`config.mk`:
```
export PLATFORM = sky130hd
export DESIGN_NAME = pwr_sleep_seq
export DESIGN_NICKNAME = d
export VERILOG_FILES = /design/src/rtl/pwrseq_pkg.sv /design/src/rtl/pwrseq_sync.sv /design/src/rtl/pwrseq_ms_timer.sv /design/src/rtl/pwr_sleep_seq.sv
export SDC_FILE = /design/constraint.sdc
export NUM_CORES = 1
export LEC_CHECK = 0
export CAP_MARGIN = 30
export CORE_ASPECT_RATIO = 0.8
export CORE_MARGIN = 5
export CORE_UTILIZATION = 41
export CTS_CLUSTER_DIAMETER = 30
export DETAILED_ROUTE_END_ITERATION = 8
export PLACE_DENSITY = 0.65
export SLEW_MARGIN = 20
export SYNTH_ARGS = -nofsm -noshare
export SYNTH_HDL_FRONTEND = slang
export SYNTH_SLANG_ARGS = --single-unit
```
`constraint.sdc`:
```
create_clock -name clk -period 2.47 [get_ports clk]
set_input_delay 0.494 -clock clk [delete_from_list [all_inputs] [get_ports clk]]
set_output_delay 0.494 -clock clk [all_outputs]
set_load 0.02 [all_outputs]
```
`src/rtl/pwrseq_pkg.sv`:
```
package pwrseq_pkg;

   typedef enum logic [1:0] {
      WL_OFF     = 2'b00,
      WL_SUSPEND = 2'b01,
      WL_ON      = 2'b10
   } wl_state_t;

   typedef enum logic [4:0] {
      S_OFF,
      S_UP_DW,
      S_UP_5V,
      S_UP_CORE,
      S_UP_AUXCLK,
      S_SOFT,
      S_UP_MEM,
      S_SUSP,
      S_UP_RESUME,
      S_UP_CORE_PG,
      S_UP_PWROK,
      S_ON,
      S_DN_SYS,
      S_DN_CHIP,
      S_DN_GAP,
      S_DN_SOFT,
      S_DN_OFF
   } seq_state_t;

   function automatic int max2(input int a, input int b);
      return (a > b) ? a : b;
   endfunction

endpackage

```
`src/rtl/pwrseq_sync.sv`:
```
module pwrseq_sync #(
   parameter int WIDTH  = 1,
   parameter int STAGES = 2
) (
   input  logic             clk,
   input  logic             rst_n,
   input  logic [WIDTH-1:0] d,
   output logic [WIDTH-1:0] q
);

   initial begin
      assert (WIDTH >= 1) else $error("pwrseq_sync: WIDTH must be at least 1");
      assert (STAGES >= 0) else $error("pwrseq_sync: STAGES must not be negative");
   end

   generate
      if (STAGES == 0) begin : g_bypass
         assign q = d;
      end else begin : g_flops
         logic [STAGES-1:0][WIDTH-1:0] sr;
         always_ff @(posedge clk or negedge rst_n) begin
            if (!rst_n) begin
               sr <= '0;
            end else begin
               sr[0] <= d;
               for (int i = 1; i < STAGES; i++) begin
                  sr[i] <= sr[i-1];
               end
            end
         end
         assign q = sr[STAGES-1];
      end
   endgenerate

endmodule

```
`src/rtl/pwrseq_ms_timer.sv`:
```
module pwrseq_ms_timer #(
   parameter int TICK_DIV = 100000,
   parameter int MS_W     = 11,
   parameter int GAP_CYC  = 4
) (
   input  logic            clk,
   input  logic            rst_n,
   input  logic            clear,
   output logic [MS_W-1:0] ms_cnt,
   output logic            gap_done
);

   localparam int              PRE_W    = $clog2(TICK_DIV);
   localparam logic [PRE_W-1:0] PRE_LAST = PRE_W'(TICK_DIV - 1);
   localparam logic [MS_W-1:0]  MS_MAX   = '1;

   initial begin
      assert (TICK_DIV >= 2) else $error("pwrseq_ms_timer: TICK_DIV must be at least 2");
      assert (GAP_CYC < TICK_DIV) else $error("pwrseq_ms_timer: GAP_CYC must be below TICK_DIV");
   end

   logic [PRE_W-1:0] pre_q;

   always_ff @(posedge clk or negedge rst_n) begin
      if (!rst_n) begin
         pre_q  <= '0;
         ms_cnt <= '0;
      end else if (clear) begin
         pre_q  <= '0;
         ms_cnt <= '0;
      end else if (pre_q == PRE_LAST) begin
         pre_q <= '0;
         if (ms_cnt != MS_MAX) ms_cnt <= ms_cnt + 1'b1;
      end else begin
         pre_q <= pre_q + 1'b1;
      end
   end

   assign gap_done = (ms_cnt != '0) || (pre_q >= PRE_W'(GAP_CYC));


   ms_sat_chk: assert property (@(posedge clk) disable iff (!rst_n)
      (ms_cnt == MS_MAX && !clear) |=> (ms_cnt == MS_MAX));


   clear_zero_chk: assert property (@(posedge clk) disable iff (!rst_n)
      clear |=> (ms_cnt == '0 && !gap_done));

endmodule

```
`src/rtl/pwr_sleep_seq.sv`:
```
module pwr_sleep_seq #(
   parameter int TICK_DIV      = 100000,
   parameter int DW_SETTLE_MS  = 10,
   parameter int V5_TMO_MS     = 1000,
   parameter int PG_TMO_MS     = 100,
   parameter int AUXCLK_MS     = 5,
   parameter int RESUME_DLY_MS = 20,
   parameter int PWROK_DLY_MS  = 99,
   parameter int GAP_CYC       = 4,
   parameter int SYNC_STAGES   = 2
) (
   input  logic       clk,
   input  logic       rst_n,
   input  logic       power_req,
   input  logic       pause_soft_off,
   input  logic       throttle_req,
   input  logic       pg_v1p05,
   input  logic       pg_v1p2,
   input  logic       pg_v1p8,
   input  logic       sleep_aux_n,
   input  logic       sleep_ram_n,
   input  logic       sleep_soft_n,
   output logic       en_dw3v3,
   output logic       en_5v0,
   output logic       en_dw_gated,
   output logic       en_v1p05,
   output logic       en_v1p2,
   output logic       en_v1p8,
   output logic       en_usb_5v0,
   output logic       deep_well_ok,
   output logic       chip_pwr_ok,
   output logic       sys_pwr_ok,
   output logic       cpu_throttle,
   output logic       lightbar_rst_n,
   output logic       touchpad_en,
   output logic       touchscreen_rst_n,
   output logic [1:0] radio_state
);
   import pwrseq_pkg::*;

   localparam int MAX_MS = max2(max2(max2(DW_SETTLE_MS, V5_TMO_MS), max2(PG_TMO_MS, AUXCLK_MS)),
                                max2(RESUME_DLY_MS, PWROK_DLY_MS));
   localparam int MS_W   = $clog2(MAX_MS + 1) + 1;
   localparam int NIN    = 9;

   initial begin
      assert (MAX_MS >= 1) else $error("pwr_sleep_seq: delays must not all be zero");
   end

   // input synchronizers
   logic [NIN-1:0] in_raw, in_s;
   assign in_raw = {pause_soft_off, throttle_req, power_req, sleep_soft_n,
                    sleep_ram_n, sleep_aux_n, pg_v1p8, pg_v1p2, pg_v1p05};

   pwrseq_sync #(.WIDTH(NIN), .STAGES(SYNC_STAGES)) u_sync (
      .clk(clk), .rst_n(rst_n), .d(in_raw), .q(in_s));

   logic s_pg105, s_pg12, s_pg18, s_aux, s_ram, s_soft, s_req, s_thr, s_pause;
   assign {s_pause, s_thr, s_req, s_soft, s_ram, s_aux, s_pg18, s_pg12, s_pg105} = in_s;

   // timer
   seq_state_t      state, st_nxt;
   logic [MS_W-1:0] ms_cnt;
   logic            gap_done;
   logic            mem_good;

   pwrseq_ms_timer #(.TICK_DIV(TICK_DIV), .MS_W(MS_W), .GAP_CYC(GAP_CYC)) u_timer (
      .clk(clk), .rst_n(rst_n), .clear(st_nxt != state),
      .ms_cnt(ms_cnt), .gap_done(gap_done));

   function automatic logic ms_at(input logic [MS_W-1:0] cnt, input int lim);
      return cnt >= MS_W'(lim);
   endfunction

   assign mem_good = s_pg18 && s_pg12;

   always_comb begin
      st_nxt = state;
      unique case (state)
         S_OFF:        if (s_req) st_nxt = S_UP_DW;
         S_UP_DW:      if (ms_at(ms_cnt, DW_SETTLE_MS)) st_nxt = S_UP_5V;
         S_UP_5V:      if (!s_pg105 && !s_pg12) st_nxt = S_UP_CORE;
                       else if (ms_at(ms_cnt, V5_TMO_MS)) st_nxt = S_OFF;
         S_UP_CORE:    if (s_pg105 && s_aux) st_nxt = S_UP_AUXCLK;
                       else if (ms_at(ms_cnt, PG_TMO_MS)) st_nxt = S_OFF;
         S_UP_AUXCLK:  if (ms_at(ms_cnt, AUXCLK_MS)) st_nxt = S_SOFT;
         S_SOFT:       if (s_soft) st_nxt = S_UP_MEM;
         S_UP_MEM:     if (mem_good) st_nxt = S_SUSP;
                       else if (ms_at(ms_cnt, PG_TMO_MS)) st_nxt = S_SOFT;
         S_SUSP:       if (!mem_good) st_nxt = S_DN_SOFT;
                       else if (s_ram) st_nxt = S_UP_RESUME;
                       else if (!s_soft) st_nxt = S_DN_SOFT;
         S_UP_RESUME:  if (ms_at(ms_cnt, RESUME_DLY_MS)) st_nxt = S_UP_CORE_PG;
         S_UP_CORE_PG: if (s_pg105) st_nxt = S_UP_PWROK;
                       else if (ms_at(ms_cnt, PG_TMO_MS)) st_nxt = S_SUSP;
         S_UP_PWROK:   if (ms_at(ms_cnt, PWROK_DLY_MS)) st_nxt = S_ON;
         S_ON:         if (!s_pg105 || !s_ram) st_nxt = S_DN_SYS;
         S_DN_SYS:     st_nxt = S_DN_CHIP;
         S_DN_CHIP:    st_nxt = S_DN_GAP;
         S_DN_GAP:     if (gap_done) st_nxt = S_SUSP;
         S_DN_SOFT:    st_nxt = s_pause ? S_SOFT : S_DN_OFF;
         S_DN_OFF:     st_nxt = S_OFF;
         default:      st_nxt = S_OFF;
      endcase
   end

   wl_state_t radio_q;
   assign radio_state = radio_q;

   always_ff @(posedge clk or negedge rst_n) begin
      if (!rst_n) begin
         state             <= S_OFF;
         en_dw3v3          <= 1'b0;
         en_5v0            <= 1'b0;
         en_dw_gated       <= 1'b0;
         en_v1p05          <= 1'b0;
         en_v1p2           <= 1'b0;
         en_v1p8           <= 1'b0;
         en_usb_5v0        <= 1'b0;
         deep_well_ok      <= 1'b0;
         chip_pwr_ok       <= 1'b0;
         sys_pwr_ok        <= 1'b0;
         cpu_throttle      <= 1'b0;
         lightbar_rst_n    <= 1'b0;
         touchpad_en       <= 1'b0;
         touchscreen_rst_n <= 1'b0;
         radio_q           <= WL_OFF;
      end else begin
         state <= st_nxt;
         unique case (state)
            S_OFF: if (st_nxt == S_UP_DW) en_dw3v3 <= 1'b1;
            S_UP_DW: if (st_nxt == S_UP_5V) en_5v0 <= 1'b1;
            S_UP_5V:
               if (st_nxt == S_UP_CORE) begin
                  en_dw_gated  <= 1'b1;
                  deep_well_ok <= 1'b1;
                  en_v1p05     <= 1'b1;
               end else if (st_nxt == S_OFF) begin
                  en_5v0       <= 1'b0;
                  deep_well_ok <= 1'b0;
               end
            S_UP_CORE:
               if (st_nxt == S_OFF) begin
                  en_v1p05     <= 1'b0;
                  en_dw_gated  <= 1'b0;
                  en_5v0       <= 1'b0;
                  deep_well_ok <= 1'b0;
               end
            S_SOFT:
               if (st_nxt == S_UP_MEM) begin
                  en_v1p8 <= 1'b1;
                  en_v1p2 <= 1'b1;
               end
            S_UP_MEM:
               if (st_nxt == S_SUSP) begin
                  lightbar_rst_n <= 1'b1;
                  touchpad_en    <= 1'b1;
                  en_usb_5v0     <= 1'b1;
               end else if (st_nxt == S_SOFT) begin
                  en_v1p8      <= 1'b0;
                  en_v1p2      <= 1'b0;
                  deep_well_ok <= 1'b0;
               end
            S_SUSP: if (!mem_good) deep_well_ok <= 1'b0;
            S_UP_RESUME:
               if (st_nxt == S_UP_CORE_PG) begin
                  radio_q           <= WL_ON;
                  touchscreen_rst_n <= 1'b1;
               end
            S_UP_CORE_PG:
               if (st_nxt == S_SUSP) begin
                  deep_well_ok <= 1'b0;
                  radio_q      <= WL_OFF;
               end
            S_UP_PWROK:
               if (st_nxt == S_ON) begin
                  cpu_throttle <= s_thr;
                  chip_pwr_ok  <= 1'b1;
                  sys_pwr_ok   <= 1'b1;
               end
            S_ON: begin
               cpu_throttle <= s_thr;
               if (st_nxt == S_DN_SYS) begin
                  sys_pwr_ok <= 1'b0;
                  if (!s_pg105) deep_well_ok <= 1'b0;
               end
            end
            S_DN_SYS: chip_pwr_ok <= 1'b0;
            S_DN_CHIP: ;
            S_DN_GAP:
               if (st_nxt == S_SUSP) begin
                  radio_q      <= WL_SUSPEND;
                  cpu_throttle <= 1'b0;
               end
            S_DN_SOFT: begin
               radio_q           <= WL_OFF;
               touchpad_en       <= 1'b0;
               en_usb_5v0        <= 1'b0;
               en_v1p8           <= 1'b0;
               en_v1p2           <= 1'b0;
               touchscreen_rst_n <= 1'b0;
               lightbar_rst_n    <= 1'b0;
               if (!s_pause) deep_well_ok <= 1'b0;
            end
            S_DN_OFF: begin
               en_v1p05    <= 1'b0;
               en_dw_gated <= 1'b0;
               en_5v0      <= 1'b0;
               en_dw3v3    <= 1'b0;
            end
            default: ;
         endcase
      end
   end


   pwrok_order_chk: assert property (@(posedge clk) disable iff (!rst_n)
      sys_pwr_ok |-> chip_pwr_ok);


   on_rails_chk: assert property (@(posedge clk) disable iff (!rst_n)
      chip_pwr_ok |-> (en_v1p05 && en_v1p8 && en_v1p2));


   dw_gate_chk: assert property (@(posedge clk) disable iff (!rst_n)
      deep_well_ok |-> en_dw_gated);


   mem_needs_5v_chk: assert property (@(posedge clk) disable iff (!rst_n)
      en_v1p8 |-> en_5v0);


   up_order_chk: assert property (@(posedge clk) disable iff (!rst_n)
      $rose(en_5v0) |-> en_dw3v3);


   pok_fall_chk: assert property (@(posedge clk) disable iff (!rst_n)
      $fell(sys_pwr_ok) |=> $fell(chip_pwr_ok));


   throttle_gate_chk: assert property (@(posedge clk) disable iff (!rst_n)
      !$stable(cpu_throttle) |-> ($past(state) == S_UP_PWROK || $past(state) == S_ON ||
                                  $past(state) == S_DN_GAP));


   wl_code_chk: assert property (@(posedge clk) disable iff (!rst_n)
      radio_state != 2'b11);

endmodule

```
Word level (Yosys, flattened, before mapping)
Cells that the tools add are included.
Word-level totals
  flip-flop bits (word level): 63
  latch bits: 0
  memory bits (writable): 0
  ROM bits: 0
  bits of input ports: 11
  memories: 0
Operators by class
  add/sub/neg operators: 2
  multiply operators: 0
  div/mod/pow operators: 0
  magnitude comparators: 7
  equality and inequality tests: 45
  shift operators: 0
  mux-type cells: 61
  bitwise gates (word level): 0
  reduce and logical (&&, ||, !) cells: 36
Operators with widths (count)
  2-to-1 mux 5 bit: 20
  case mux 5 bit (16 select lines): 1
  equality test 5 x 4 -> 1 bit, second input constant: 11
  equality test 5 x 3 -> 1 bit, second input constant: 7
  2-to-1 mux 17 bit: 2
  inequality test 2 bit, second input constant: 17
  2-to-1 mux 11 bit: 3
  greater-or-equal comparator 11 x 7 -> 1 bit, second input constant: 2
  2-to-1 mux 1 bit: 21
  equality test 5 x 2 -> 1 bit, second input constant: 4
  adder 17 x 1 -> 17 bit, second input constant: 1
  equality test 17 bit, second input constant: 1
  greater-or-equal comparator 17 x 3 -> 1 bit, second input constant: 1
  nonzero test 2 bit: 7
  AND reduction 3 bit: 4
  adder 11 x 1 -> 11 bit, second input constant: 1
  greater-or-equal comparator 11 x 10 -> 1 bit, second input constant: 1
  greater-or-equal comparator 11 x 3 -> 1 bit, second input constant: 1
  greater-or-equal comparator 11 x 4 -> 1 bit, second input constant: 1
  greater-or-equal comparator 11 x 5 -> 1 bit, second input constant: 1
  inequality test 11 bit, second input constant: 1
  nonzero test 11 bit: 1
  equality test 5 x 1 -> 1 bit, second input constant: 2
  zero test 5 bit: 2
  17 further kinds: 38

Longest topological paths before layout
Gate-level depths: netlist of the first run.
  depth in word-level cells: 8
  mapped depth: 10
  depth with buffers taken out: 9

Cells and area by module
From an unflattened synthesis of the first run, not the netlist that was laid out.
Unflattened totals
  cells, all modules: 365
  area, all modules: 3443.3 µm²
Modules (own cells, without submodules)
  pwrseq_ms_timer: instances 1, cells an instance 157, area each 1492.7 µm², sequential area each 700.7 µm²
  pwr_sleep_seq: instances 1, cells an instance 181, area each 1432.6 µm², sequential area each 425.4 µm²
  pwrseq_sync: instances 1, cells an instance 27, area each 518.0 µm², sequential area each 450.4 µm²

Least setup slack after synthesis of the first run
Ideal clock, no wire load.
  path type: reg2reg
  start: register u_timer.ms_cnt[5]
  end: register u_timer.ms_cnt[0]
  library setup time: 142 ps
  data arrival time: 2420 ps
  data required time: 2328 ps
  slack: -92 ps
  stages on the path, launching flop included: 9
  period minus slack after synthesis: 2562 ps
  cell sequence: dfrtp_1 buf_6 or4_4 o311ai_2 o311ai_1 nor4b_4 xnor2_1 clkbuf_1 nor4_1
On the way
  word-level cells in the longest chain between the ends: 7
RTL lines
  start, declared: line pwrseq_ms_timer.sv:9  | output logic [MS_W-1:0] ms_cnt,
  start signal, assigned: line pwrseq_ms_timer.sv:33  | if (ms_cnt != MS_MAX) ms_cnt <= ms_cnt + 1'b1;
  greater-or-equal comparator 11 x 7 -> 1 bit, or another cell as far along: line pwr_sleep_seq.sv:72  | return cnt >= MS_W'(lim);
  2-to-1 mux 5 bit, or another cell as far along: line pwr_sleep_seq.sv:95  | else if (ms_at(ms_cnt, PG_TMO_MS)) st_nxt = S_SUSP;
  2-to-1 mux 5 bit, on equally long branches
  case mux 5 bit (16 select lines): line pwr_sleep_seq.sv:79  | unique case (state)
  inequality test 5 bit: line pwr_sleep_seq.sv:68  | .clk(clk), .rst_n(rst_n), .clear(st_nxt != state),
  nonzero test 2 bit (no line)
  AND reduction 2 bit (no line)
Several ways; a longest one is shown, not always the timed one.
A chain may end at the register's enable or synchronous reset.

Worst setup path after layout of the first run
  start: register u_timer.ms_cnt[7]
  end: register u_timer.pre_q[9]
On the way
  word-level cells in the longest chain between the ends: 6
RTL lines
  greater-or-equal comparator 11 x 7 -> 1 bit, or another cell as far along: line pwr_sleep_seq.sv:72
  2-to-1 mux 5 bit, or another cell as far along: line pwr_sleep_seq.sv:95
  2-to-1 mux 5 bit, on equally long branches
  case mux 5 bit (16 select lines) (*): line pwr_sleep_seq.sv:79
  inequality test 5 bit (*): line pwr_sleep_seq.sv:68
  2-to-1 mux 17 bit (*): line pwrseq_ms_timer.sv:28  | end else if (clear) begin
  end signal, assigned: line pwrseq_ms_timer.sv:35  | pre_q <= pre_q + 1'b1;
  end, declared: line pwrseq_ms_timer.sv:22  | logic [PRE_W-1:0] pre_q;
Every way passes the cells marked *; elsewhere a longest branch is shown, timed or not.

==> reports/results.env, run 1 <==
CRIT_TYPE='reg2reg'
SETUP_REPAIR_AFTER_GLOBAL_ROUTING_MISSED_ITS_MARGIN='yes'
ROUTABILITYCONGESTION=0.900
DETAILROUTE.VIA_COUNT=3449
SYNTH.YOSYS.SEQ_AREA_SHARE_PCT=43.8
WORSTSETUPSTARTPOINT='u_timer.ms_cnt[7]'
GRT_FIRST_PASS_WIRELENGTH_UM=17800
SYNTH_TOP_FLOP_CELL='sky130_fd_sc_hd__dfrtp_1'
SYNTH_MOST_COMMON_CELL='sky130_fd_sc_hd__dfrtp_1'
REGTOREGSTARTPOINT='u_timer.ms_cnt[7]'
SWITCHING_SHARE_PCT=27.8
NNETSFINAL=513
CORE_AREA_SQ_UM=8520
WORSTSETUPENDPOINTTYPE='flip-flop'
CLK_LATENCY_PS=350
SYNTH.AREA.TOP_CELLS='sky130_fd_sc_hd__dfrtp_1, sky130_fd_sc_hd__nor4_2, sky130_fd_sc_hd__xor2_1'
CRITICAL_PATH_PEAK_FANOUT=6
FINAL_LAYOUT_SIZE_SUFFIX_GT1_SHARE_PCT=39.7
HTREE_DEPTH=3
FINALSETUPVIOLCOUNT=31
FINALWIRELENGTH_UM=11100
ANT_NETS=0
VIOLATIONS='setup timing'
CRITPATHCAPTURE='u_timer.pre_q[9]'
SYNTH_AREA_PER_CELL_SQ_UM=9.88
ROUTED_WIRE_LENGTH_PER_INSTANCE_UM=18.2
LAYOUT.FILLER_CELLS=655
WORSTHOLDPATHTYPE='in2async'
ORDERED_LIST_OF_CELLS_ON_THE_WORST_PATH='or4_4 -> or2_4 -> nor3_4 -> a311o_1 -> o2111ai_4 -> buf_6 -> or4_1 -> nor2_1'
FINAL_MIN_PERIOD_OVER_CLOCK_PERIOD_PCT=108
NETLIST_AREA_SQ_UM=3600
PWR_DENSITY_CELL_nW_PER_UM2=496
MAXCAPVIOLCOUNT=0
SYNTH-EDFF-COUNT=0
REG2REG_TO='u_timer.pre_q[9]'
PORT-BUFFER-COUNT=26
SYN_NETS=381
WORST-R2R-CELL-COUNT=8
GRT.OVERFLOW.TOTAL=0
SYNTH_WARNINGS=0
FIRST_GLOBAL_VIAS=3416
MINIMUM_SETUP_SLACK_AMONG_REG_TO_REG_PATHS_PS=-190
HEIGHT_OF_THE_DIE_UM=93.8
DIEWIDTH_UM=115
WORST_SETUP_SLACK_AFTER_LAYOUT_PS=-189
P_SEQ_SHARE_PCT=42.2
TIMING.CRITICAL_PATH.ARRIVAL_PS=2940
SYNTH_COMMON_CELLS='sky130_fd_sc_hd__dfrtp_1, sky130_fd_sc_hd__nor2_1, sky130_fd_sc_hd__nand2_1, sky130_fd_sc_hd__nor4_1'
SYNTH_CELLS=364
SETUP-TNS-FINAL_PS=-3580
IR_DROP_mV=0.358
DETAILEDPLACEMENTHPWL_UM=7440
DETAILEDPLACE.WORSTSLACK_PS=-255
GRT.TOTAL_USAGE_PCT=21.2
P_SWITCHING_W=0.000750
GRT_START_MAX_NET_PINS=64
CTS_TREE='yes'
CRIT_BUF_INV=1
POWER.SHARE.CLOCK_PCT=37.9
IO_COUNT=27
DETAIL_ROUTE.FIRST_PASS.ITERATIONS=5
TIMING.CRITICAL_PATH.REQUIRED_PS=2750
CRITICAL-PATH-TOP-DELAY-FAMILY='simple AND/OR/NAND/NOR gates'
TOTAL_DIE_AREA_SQ_UM=10800
FINAL_CELLS=613
RUN_STATUS='complete, but fails checks'
ACHIEVABLE-FREQUENCY_MHz=376
DRT_ITER0_DRC=282
CRITICAL_PATH_CELL_COUNT=8
TIMING.CRITICAL_PATH.FROM_TYPE='flip-flop'
TRITONCTS.NUM_BUFFERS=9
SLEW_VIOL_FINAL=0
FLOORPLAN.ROWS=30
WORST-SLEW-PIN-TRANSITION_PS=402
POST_CTS_HOLD_BUFFER_COUNT=0
TIMING.CRITICAL_PATH.SLOWEST_CELL_DELAY_PS=580
POST_SYNTH_NUM_CELL_TYPES=70
TOTAL_POWER_W=0.00270
NUM_ANTENNA_CELLS=0
CLOCK_TREE.BUFFER_DEPTH=2
SLEW_HEADROOM_PCT=73.0
CTS_NUM_SINKS=63
POWER_REPORT.INTERNAL_TOTAL_W=0.00195
CRITICAL-PATH-SLOWEST-CELL='sky130_fd_sc_hd__or4_4'
SYNTHARSTFLOPSHARE_PCT=100
CLK_PIN_SLEW_PS=70
AREA_GROWTH_FROM_SYNTHESIS_TO_FINAL_LAYOUT_PCT=51.2
SYNTHDOMINANTAREACELLTYPE='sky130_fd_sc_hd__dfrtp_1'
DRT_DRC_VIOLATIONS_LEFT=0
CLOCK-ROOT-BUFFER='sky130_fd_sc_hd__clkbuf_8'
INITIAL_ANTENNA_VIOLATION_COUNT=0
PLACED_CELLS_INCL_TAPS=583
YS_FF_LATCH=63
SKEW_PS=7.35
VIAS_PER_CELL=5.63
FINALHOLDVIOLATIONS=0
POWER.COMBINATIONAL.FRACTION_PCT=19.9
POWER_LEAKAGE_nW=2.38
MINIMUM_CLOCK_PERIOD_PS=2660
FLOORPLAN.INITIALDENSITY_PCT=42.2
YOSYS.AREA.TOP_TYPE_SHARE_PCT=43.8
cells in the final DEF (no fill, tap or decap), types with 3 or more instances in the layout:
cell                              instances
sky130_fd_sc_hd__buf_4                  105
sky130_fd_sc_hd__dfrtp_1                 60
sky130_fd_sc_hd__nor2_1                  31
sky130_fd_sc_hd__clkdlybuf4s50_1         25
sky130_fd_sc_hd__nand2_1                 19
sky130_fd_sc_hd__xor2_1                  14
sky130_fd_sc_hd__inv_1                   13
sky130_fd_sc_hd__nand3_1                 13
sky130_fd_sc_hd__nor4_2                  13
sky130_fd_sc_hd__buf_6                   12
sky130_fd_sc_hd__a21oi_1                 11
sky130_fd_sc_hd__nor3_1                  10
sky130_fd_sc_hd__nand4_1                 10
sky130_fd_sc_hd__clkbuf_8                10
sky130_fd_sc_hd__nor4_4                   9
sky130_fd_sc_hd__xnor2_1                  9
sky130_fd_sc_hd__or4_1                    9
sky130_fd_sc_hd__o21ai_0                  7
sky130_fd_sc_hd__ha_1                     6
sky130_fd_sc_hd__nor2b_1                  5
sky130_fd_sc_hd__nand2b_1                 5
sky130_fd_sc_hd__nor4_1                   5
sky130_fd_sc_hd__and2_1                   5
sky130_fd_sc_hd__or3_1                    4
sky130_fd_sc_hd__a211oi_1                 4
sky130_fd_sc_hd__buf_12                   4
sky130_fd_sc_hd__nor4b_4                  3
sky130_fd_sc_hd__a311o_1                  3
sky130_fd_sc_hd__a21o_1                   3
sky130_fd_sc_hd__dfrtp_2                  3
what timing repair did:
item | CTS | global route
gates cloned | 2 | 0
gates resized for setup | 43 | 30
buffers inserted | 9 | 5
endpoints found under the hold margin | 0 | 0
endpoints found under the setup margin | 31 | 31
pin swaps | 17 | 9
logic make-up (layout without fill, tap and decap cells):
kind of cell	after synthesis	count (layout)	share of synthesized area (%)
AND/OR/NAND/NOR	168	168	29.4
multiplexers	1	1	0.278
AO/OA/AOI/OAI	59	59	12.3
XOR/XNOR	25	26	6.30
flip-flops	63	63	43.8
buffers and inverters	42	178	5.78
adder cells (fa/ha/maj)	6	6	2.09
metal layers:
| layer | global-route usage [%] | up-vias | wire length, um |
|---|---|---|---|
| li1 | - | 1599 | - |
| met1 | 31.5 | 1671 | 5210 |
| met2 | 30.3 | 149 | 4860 |
| met3 | 5.41 | 30 | 828 |
| met4 | 5.87 | 0 | 237 |
| met5 | 0 | - | 0 |
sequential cells by signal, indices dropped and copies added (netlist names):
name / cells
u_sync.q: 9
en_5v0: 1
u_timer.ms_cnt: 11
en_v1p8: 1
u_sync.g_flops.sr: 9
touchscreen_rst_n: 1
deep_well_ok: 1
radio_state: 2
cpu_throttle: 1
u_timer.pre_q: 17
sys_pwr_ok: 1
en_dw3v3: 1
touchpad_en: 1
en_v1p05: 1
chip_pwr_ok: 1
state: 5
power groups by stage:
stage | Sequential [W] | Clock, W | Combinational (W)
2_1_floorplan | 0.00116 | 0 | 0.000253
3_3_place_gp | 0.00115 | 0 | 0.000454
5_1_grt | 0.00114 | 0.00109 | 0.000579
4_1_cts | 0.00113 | 0.00104 | 0.000511
3_5_place_dp | 0.00115 | 0 | 0.000469
6_report | 0.00114 | 0.00102 | 0.000537
worst min-delay path by stage:
stage / slack, ps / cells after the start / from / endpoint
after floorplan: 200 / 0 / rst_n / chip_pwr_ok
after global placement: 330 / 0 / u_sync.g_flops.sr[3] / u_sync.q[3]
after detailed placement: 340 / 0 / u_sync.g_flops.sr[7] / u_sync.q[7]
after CTS: 160 / 2 / rst_n / u_timer.pre_q[6]
after global routing: 170 / 2 / rst_n / u_timer.pre_q[6]
final: 140 / 2 / rst_n / u_timer.pre_q[6]
cell type report:
type                            instances  area (sq um)  share of cell area [%]
Tap cell                              112           140                    2.58
Clock buffer                           11           141                    2.60
Sequential cell                        63          1580                    29.1
Inverter                               14          52.6                   0.966
Clock inverter                          5          81.3                    1.50
Multi-Input combinational cell        260          2170                    39.9
Timing Repair Buffer                  148          1270                    23.4
per-stage QoR:
stage / hold slack (ps) / util, % / cell area (sq um)
after floorplan: 198 / - / 3630
after global placement: 332 / 55.3 / 4720
after detailed placement: 336 / 55.3 / 4720
after CTS: 156 / 61.5 / 5240
after global routing: 169 / 63.8 / 5440
final: 141 / 63.8 / 5440
Note: power is estimated with default switching activity, not from simulation.
==> run 2: changes to the inputs <==
--- a/config.mk
+++ b/config.mk
@@ -11,7 +11,7 @@
 export CORE_UTILIZATION = 41
 export CTS_CLUSTER_DIAMETER = 30
 export DETAILED_ROUTE_END_ITERATION = 8
-export PLACE_DENSITY = 0.65
+export PLACE_DENSITY = 0.67
 export SLEW_MARGIN = 20
 export SYNTH_ARGS = -nofsm -noshare
 export SYNTH_HDL_FRONTEND = slang
==> run 2 against run 1 <==
Effect of this change:
- the flow still finishes with violations (setup timing)
- sequential share of layout area is 1.3 points lower
- global-route usage is 0.39 points higher
- via count is 3.0% higher
- combinational power is 18% higher
- critical path depth is 2 higher
- first-iteration DRC count is 1.4% lower
- core utilization is 3.0 points higher
- maximum frequency is 2.0% lower
- register-to-register slack worse by 60 ps
- power is 7.6% higher
- routed wire length is 4.9% higher
- clock power is 11% higher
- largest cell class unchanged
- largest power group unchanged
- highest routed layer unchanged
==> reports/results.env, run 2 (synthesis gave the netlist of run 1 again) <==
LAYOUT.FILLER_CELLS=613  # -6.4%
FLOORPLAN.ROWS=30  # unchanged
CTS_NUM_SINKS=63  # unchanged
FINAL_MIN_PERIOD_OVER_CLOCK_PERIOD_PCT=110  # +2.2 points
DETAILROUTE.VIA_COUNT=3552  # +3.0%
SETUP_REPAIR_AFTER_GLOBAL_ROUTING_MISSED_ITS_MARGIN='yes'
LAYOUT.CORE_UTILIZATION_PCT=66.8  # +3.0 points
CLOCK-ROOT-BUFFER='sky130_fd_sc_hd__clkbuf_8'
CLOCK_TREE.BUFFER_DEPTH=2  # unchanged
IR_DROP_mV=0.293  # -18%
INITIAL_ANTENNA_VIOLATION_COUNT=0  # unchanged
ROUTED_WIRE_LENGTH_PER_INSTANCE_UM=18.6  # +2.5%
DRT_ITER0_DRC=278  # -1.4%
FINALSETUPVIOLCOUNT=31  # unchanged
VIOLATIONS='setup timing'
ROUTABILITYCONGESTION=0.901  # about the same
HEIGHT_OF_THE_DIE_UM=93.8  # unchanged
MINIMUM_CLOCK_PERIOD_PS=2710  # +55.0 ps
GRT.OVERFLOW.TOTAL=0  # unchanged
WORSTHOLDPATHTYPE='in2async'
WORST-R2R-CELL-COUNT=10  # +2
ANT_NETS=0  # unchanged
LARGEST_REG_FLOPS=17  # unchanged
GRT_START_MAX_NET_PINS=35  # -45%
FLOORPLAN.INITIALDENSITY_PCT=42.2  # unchanged
NUM_ANTENNA_CELLS=0  # unchanged
DETAILEDPLACEMENTHPWL_UM=7850  # +5.6%
AREA_GROWTH_FROM_SYNTHESIS_TO_FINAL_LAYOUT_PCT=58.4
REG2REG_TO='u_timer.pre_q[15]'
TRITONCTS.NUM_BUFFERS=9  # unchanged
CLK_LATENCY_PS=360  # about the same
MOSTFREQUENTLAYOUTCELL='sky130_fd_sc_hd__buf_4'
SKEW_PS=10.2  # +2.90 ps
FIRST_GLOBAL_VIAS=3526  # +3.2%
SLEW_HEADROOM_PCT=60.9  # -12 points
TIMING.CRITICAL_PATH.FROM_TYPE='flip-flop'
VIAS_PER_CELL=5.67  # +0.69%
SETUP-TNS-FINAL_PS=-5220  # -1650 ps
IO_COUNT=27  # unchanged
DRT_DRC_VIOLATIONS_LEFT=0  # unchanged
LARGEST_REGISTERS='u_timer.pre_q: 17 flops, u_timer.ms_cnt: 11 flops'
FINALHOLDVIOLATIONS=0  # unchanged
MINIMUM_SETUP_SLACK_AMONG_REG_TO_REG_PATHS_PS=-240  # -60 ps
FINAL_CELLS=627  # +2.3%
CLK_PIN_SLEW_PS=70  # about the same
RUN_STATUS='complete, but fails checks'
PWR_DENSITY_CELL_nW_PER_UM2=510  # +2.8%
DETAILEDPLACE.WORSTSLACK_PS=-283  # -27.5 ps
DETAIL_ROUTE.FIRST_PASS.ITERATIONS=5  # unchanged
WORSTSETUPENDPOINTTYPE='flip-flop'
ACHIEVABLE-FREQUENCY_MHz=368  # -2.0%
WORST-SLEW-PIN-TRANSITION_PS=582  # +180 ps
REGMOSTFLOPS='u_timer.pre_q'
REGTOREGSTARTPOINT='u_timer.ms_cnt[7]'
CRITPATHCAPTURE='u_timer.pre_q[15]'
GRT.TOTAL_USAGE_PCT=21.6  # +0.39 points
WORSTSETUPSTARTPOINT='u_timer.ms_cnt[7]'
PORT-BUFFER-COUNT=26  # unchanged
POWER_LEAKAGE_nW=2.48  # +4.0%
CTS_TREE='yes'
CORE_AREA_SQ_UM=8520  # unchanged
FINAL_LAYOUT_SIZE_SUFFIX_GT1_SHARE_PCT=41.7  # +2.0 points
CRITICAL_PATH_PEAK_FANOUT=8  # +2
PLACED_CELLS_INCL_TAPS=587  # +0.69%
TIMING.CRITICAL_PATH.ARRIVAL_PS=2970  # +30 ps
CRIT_TYPE='reg2reg'
NNETSFINAL=527  # +2.7%
GRT_FIRST_PASS_WIRELENGTH_UM=18000  # +0.77%
WORST_SETUP_SLACK_AFTER_LAYOUT_PS=-244  # -55.0 ps
FINALWIRELENGTH_UM=11700  # +4.9%
LAYOUT.CELLS.MOST_COMMON_LIST='sky130_fd_sc_hd__buf_4, sky130_fd_sc_hd__dfrtp_1, sky130_fd_sc_hd__nor2_1'
MAXCAPVIOLCOUNT=0  # unchanged
HTREE_DEPTH=3  # unchanged
SLEW_VIOL_FINAL=0  # unchanged
TOTAL_DIE_AREA_SQ_UM=10800  # unchanged
POST_CTS_HOLD_BUFFER_COUNT=0  # unchanged
DIEWIDTH_UM=115  # unchanged
TIMING.CRITICAL_PATH.REQUIRED_PS=2730  # -20 ps
run 2: how the worst min path moves through the flow:
stage / slack (ps) / from / end
after floorplan: 200 / rst_n / chip_pwr_ok
after global placement: 330 / u_sync.g_flops.sr[2] / u_sync.q[2]
after detailed placement: 340 / u_sync.g_flops.sr[1] / u_sync.q[1]
after CTS: 160 / rst_n / u_timer.ms_cnt[8]
after global routing: 190 / rst_n / u_timer.ms_cnt[9]
final: 150 / rst_n / u_timer.ms_cnt[9]
run 2: worst max-delay path: stages, from the launching register on:
cell,delay [ps]
sky130_fd_sc_hd__dfrtp_1,380
sky130_fd_sc_hd__or4_4,550
sky130_fd_sc_hd__or2_4,280
sky130_fd_sc_hd__buf_6,130
sky130_fd_sc_hd__o21ai_2,120
sky130_fd_sc_hd__nand2_2,80
sky130_fd_sc_hd__nor4b_4,420
sky130_fd_sc_hd__xnor2_4,220
sky130_fd_sc_hd__clkbuf_16,240
sky130_fd_sc_hd__buf_4,130
sky130_fd_sc_hd__nor2_1,50
run 2: power breakdown:
group          leakage (nW)  internal [W]  switching, W
registers             0.820       0.00109     0.0000482
clock network         0.116      0.000698      0.000429
logic                  1.54      0.000325      0.000312
total                  2.48       0.00211      0.000789
run 2: repair_timing:
| action | 4_1_cts | 5_1_grt |
|---|---|---|
| gates resized for setup | 38 | 40 |
| hold endpoints to repair | 0 | 0 |
| gates cloned | 1 | 2 |
| setup endpoints to repair | 31 | 31 |
| pin swaps | 6 | 17 |
| setup buffers | 14 | 9 |
run 2: final cells by class:
type | instances | area (sq um) | share of cell area, %
Clock inverter | 5 | 105 | 1.85
Timing Repair Buffer | 162 | 1400 | 24.6
Multi-Input combinational cell | 260 | 2270 | 39.9
Clock buffer | 11 | 141 | 2.48
Sequential cell | 63 | 1580 | 27.7
Inverter | 14 | 52.6 | 0.923
Tap cell | 112 | 140 | 2.46
run 2: metrics by stage:
step,hold slack (ps),cell area [sq um],total power [W]
detailed placement,336,4760,0.00162
finish,149,5690,0.00290
floorplan,198,3630,0.00141
global route,189,5690,0.00301
global placement,332,4760,0.00161
CTS,159,5330,0.00276
run 2: metal layers:
metal  vias to the layer above  global-route usage [%]  share of wire (%)
met3                        27                    5.41                6.5
met2                       145                    31.7                 46
met4                         0                    8.31                2.1
met1                      1749                    30.4                 46
met5                         -                       0                  0
li1                       1631                       -                  -
==> run 3: changes to the inputs <==
--- a/config.mk
+++ b/config.mk
@@ -7,11 +7,9 @@
 export LEC_CHECK = 0
 export CAP_MARGIN = 30
 export CORE_ASPECT_RATIO = 0.8
-export CORE_MARGIN = 5
 export CORE_UTILIZATION = 41
 export CTS_CLUSTER_DIAMETER = 30
 export DETAILED_ROUTE_END_ITERATION = 8
-export PLACE_DENSITY = 0.67
 export SLEW_MARGIN = 20
 export SYNTH_ARGS = -nofsm -noshare
 export SYNTH_HDL_FRONTEND = slang
==> run 3 against run 2 <==
Effect of this change:
- the flow still finishes with violations (setup timing)
- combinational power down 19%
- non-clock buffer count down 9
- core utilization down 2.0 points
- clock skew about the same
- setup slack better by 18 ps
- count of clock-buffer cells in the layout down 2
- global-route usage up 3.4 points
- register-to-register slack better by 20 ps
- sequential share of layout area up 1.1 points
- clock power down 18%
- maximum frequency up 0.68%
- first-iteration DRC count down 33%
==> reports/results.env, run 3 (synthesis gave the netlist of run 1 again) <==
RUN_STATUS='complete, but fails checks'
VIOLATIONS='setup timing'
CLK_LATENCY_PS=360  # about the same
DRT_DRC_VIOLATIONS_LEFT=0  # unchanged
FINALWIRELENGTH_UM=10800  # -8.0%
CTS_NUM_SINKS=63  # unchanged
HTREE_DEPTH=3  # unchanged
DETAIL_ROUTE.FIRST_PASS.ITERATIONS=5  # unchanged
MAXCAPVIOLCOUNT=0  # unchanged
SKEW_PS=10.4  # +0.160 ps
GRT_FIRST_PASS_WIRELENGTH_UM=17400  # -3.1%
MOSTFREQUENTLAYOUTCELL='sky130_fd_sc_hd__buf_4'
POST_CTS_HOLD_BUFFER_COUNT=0  # unchanged
SWITCHING_SHARE_PCT=29.4  # +2.2 points
SETUP-TNS-FINAL_PS=-4070  # +1150 ps
POWER.COMBINATIONAL.FRACTION_PCT=19.9  # -2.0 points
LENGTH_OF_ROUTED_WIRING_ON_MET1_UM=5210  # -2.7%
TIMING.CRITICAL_PATH.ARRIVAL_PS=2980  # about the same
FINALHOLDVIOLATIONS=0  # unchanged
FIRST_GLOBAL_VIAS=3374  # -4.3%
VIAS_PER_CELL=5.58  # -1.5%
ACHIEVABLE-FREQUENCY_MHz=371  # +0.68%
LAYOUT.CELLS.MOST_COMMON_LIST='sky130_fd_sc_hd__buf_4, sky130_fd_sc_hd__dfrtp_1, sky130_fd_sc_hd__nor2_1'
IR_DROP_mV=0.317  # +8.4%
MET3_LENGTH_UM=740  # -2.4%
MINIMUM_SETUP_SLACK_AMONG_REG_TO_REG_PATHS_PS=-230  # +20 ps
CTS_TREE='yes'
LARGEST_REG_FLOPS=17  # unchanged
FLOORPLAN.INITIALDENSITY_PCT=42.4  # +0.19 points
CRITICAL-PATH-SLOWEST-CELL='sky130_fd_sc_hd__or4_4'
NNETSFINAL=518  # -1.7%
PWR_DENSITY_CELL_nW_PER_UM2=468  # -8.1%
REGMOSTFLOPS='u_timer.pre_q'
SLEW_VIOL_FINAL=0  # unchanged
FINAL_MIN_PERIOD_OVER_CLOCK_PERIOD_PCT=109  # -0.74 points
WORST_SETUP_SLACK_AFTER_LAYOUT_PS=-226  # +18.3 ps
TOTAL_DIE_AREA_SQ_UM=9150  # -15%
CORE_AREA_SQ_UM=8480  # -0.44%
FINAL_DESIGN_AREA_NO_FILL_SQ_UM=5500  # -3.5%
SETUP_REPAIR_AFTER_GLOBAL_ROUTING_MISSED_ITS_MARGIN='yes'
ROUTABILITYCONGESTION=0.911  # +1.1%
ROUTED_WIRE_LENGTH_PER_INSTANCE_UM=17.4  # -6.7%
POWER_REPORT.INTERNAL_TOTAL_W=0.00182  # -14%
HEIGHT_OF_THE_DIE_UM=85.8  # -8.5%
TIMING.CRITICAL_PATH.FROM_TYPE='flip-flop'
P_SEQ_SHARE_PCT=43.8  # +4.6 points
AREA_GROWTH_FROM_SYNTHESIS_TO_FINAL_LAYOUT_PCT=52.8
TIMING.CRITICAL_PATH.SLOWEST_CELL_DELAY_PS=550  # about the same
GRT.TOTAL_USAGE_PCT=24.9  # +3.4 points
POST_DP_CELL_AREA_SQ_UM=4810  # +1.0%
FLOORPLAN.ROWS=30  # unchanged
MET2WIRELENGTH_UM=4580  # -14%
WORSTSETUPENDPOINTTYPE='flip-flop'
DIEWIDTH_UM=107  # -7.0%
LARGEST_REGISTERS='u_timer.pre_q: 17 flops, u_timer.ms_cnt: 11 flops'
DRT_ITER0_DRC=187  # -33%
WORST-SLEW-PIN-TRANSITION_PS=578  # -4.06 ps
DETAILROUTE.VIA_COUNT=3450  # -2.9%
TOP_LAYER='met4'
FINAL_LAYOUT_SIZE_SUFFIX_GT1_SHARE_PCT=41.7  # -0.048 points
DETAILEDPLACEMENTHPWL_UM=7390  # -5.8%
P_SWITCHING_W=0.000757  # -4.1%
FINALSETUPVIOLCOUNT=31  # unchanged
GRT.OVERFLOW.TOTAL=0  # unchanged
SLEW_HEADROOM_PCT=61.1  # +0.18 points
NUM_ANTENNA_CELLS=0  # unchanged
CRIT_TYPE='reg2reg'
PORT-BUFFER-COUNT=26  # unchanged
IO_COUNT=27  # unchanged
TIMING.CRITICAL_PATH.REQUIRED_PS=2760  # +30 ps
ANT_NETS=0  # unchanged
INITIAL_ANTENNA_VIOLATION_COUNT=0  # unchanged
POWER.SHARE.CLOCK_PCT=36.2  # -2.6 points
CLK_PIN_SLEW_PS=80  # about the same
TRITONCTS.NUM_BUFFERS=9  # unchanged
ORDERED_LIST_OF_CELLS_ON_THE_WORST_PATH='or4_4 -> buf_6 -> o311ai_4 -> o311ai_4 -> nor4b_4 -> buf_6 -> xnor2_4 -> or4_4 -> nor2_1'
CRITICAL_PATH_PEAK_FANOUT=6  # -2
GRT_START_MAX_NET_PINS=41  # +17%
CLOCK-ROOT-BUFFER='sky130_fd_sc_hd__clkbuf_8'
MINIMUM_CLOCK_PERIOD_PS=2700  # -18.3 ps
WORSTHOLDPATHTYPE='in2async'
CLOCK_TREE.BUFFER_DEPTH=2  # unchanged
POWER_LEAKAGE_nW=2.38  # -3.9%
run 3: cell type report:
class	count	area [sq um]
Clock buffer	9	124
Sequential cell	63	1580
Fill cell	645	2990
Inverter	14	52.6
Timing Repair Buffer	153	1310
Tap cell	112	140
Clock inverter	7	80.1
Multi-Input combinational cell	260	2210
run 3: repair_timing:
action,in CTS,in global routing
resized for setup,36,32
gates cloned,1,0
setup endpoints to repair,31,31
setup buffers,4,7
pin swaps,4,8
run 3: final timing paths:
| kind | start | to | cells past startpoint |
|---|---|---|---|
| max in group asynchronous | rst_n | state[1] | 2 |
| worst max-delay path | u_timer.ms_cnt[7] | u_timer.pre_q[10] | 9 |
| worst min register to register | u_sync.g_flops.sr[0] | u_sync.q[0] | 0 |
| worst max register to register | u_timer.ms_cnt[7] | u_timer.pre_q[10] | 9 |
| worst min-delay path | rst_n | u_sync.g_flops.sr[6] | 1 |
| min in group clk | u_sync.g_flops.sr[0] | u_sync.q[0] | 0 |
run 3: routing by layer:
metal  global-route usage [%]  vias to the layer above
li1                         -                     1609
met1                     36.3                     1680
met2                     35.8                      135
met3                     6.76                       26
met4                     8.09                        0
met5                        0                        -
run 3: metrics by stage:
stage	setup slack (ps)	hold slack (ps)	power, W	instances	util, %
2_1_floorplan	-25.1	198	0.00141	364	-
3_3_place_gp	-230	332	0.00162	590	56.7
3_5_place_dp	-291	335	0.00163	590	56.7
4_1_cts	-158	142	0.00258	611	61.8
5_1_grt	-289	166	0.00271	618	64.8
6_report	-226	138	0.00257	618	64.8
run 3: power groups by stage:
stage	combinational, W	sequential (W)	clock, W
6_report	0.000513	0.00113	0.000932
3_3_place_gp	0.000473	0.00115	0
2_1_floorplan	0.000253	0.00116	0
3_5_place_dp	0.000484	0.00115	0
5_1_grt	0.000558	0.00114	0.00102
4_1_cts	0.000494	0.00113	0.000958
run 3: worst max-delay path: cells and delay by family (launching register included):
kind	cells	cell delay, ps
buf+inv	2	330
simple gates	4	1350
compound gates	2	430
xor+xnor	1	130
flops	1	400
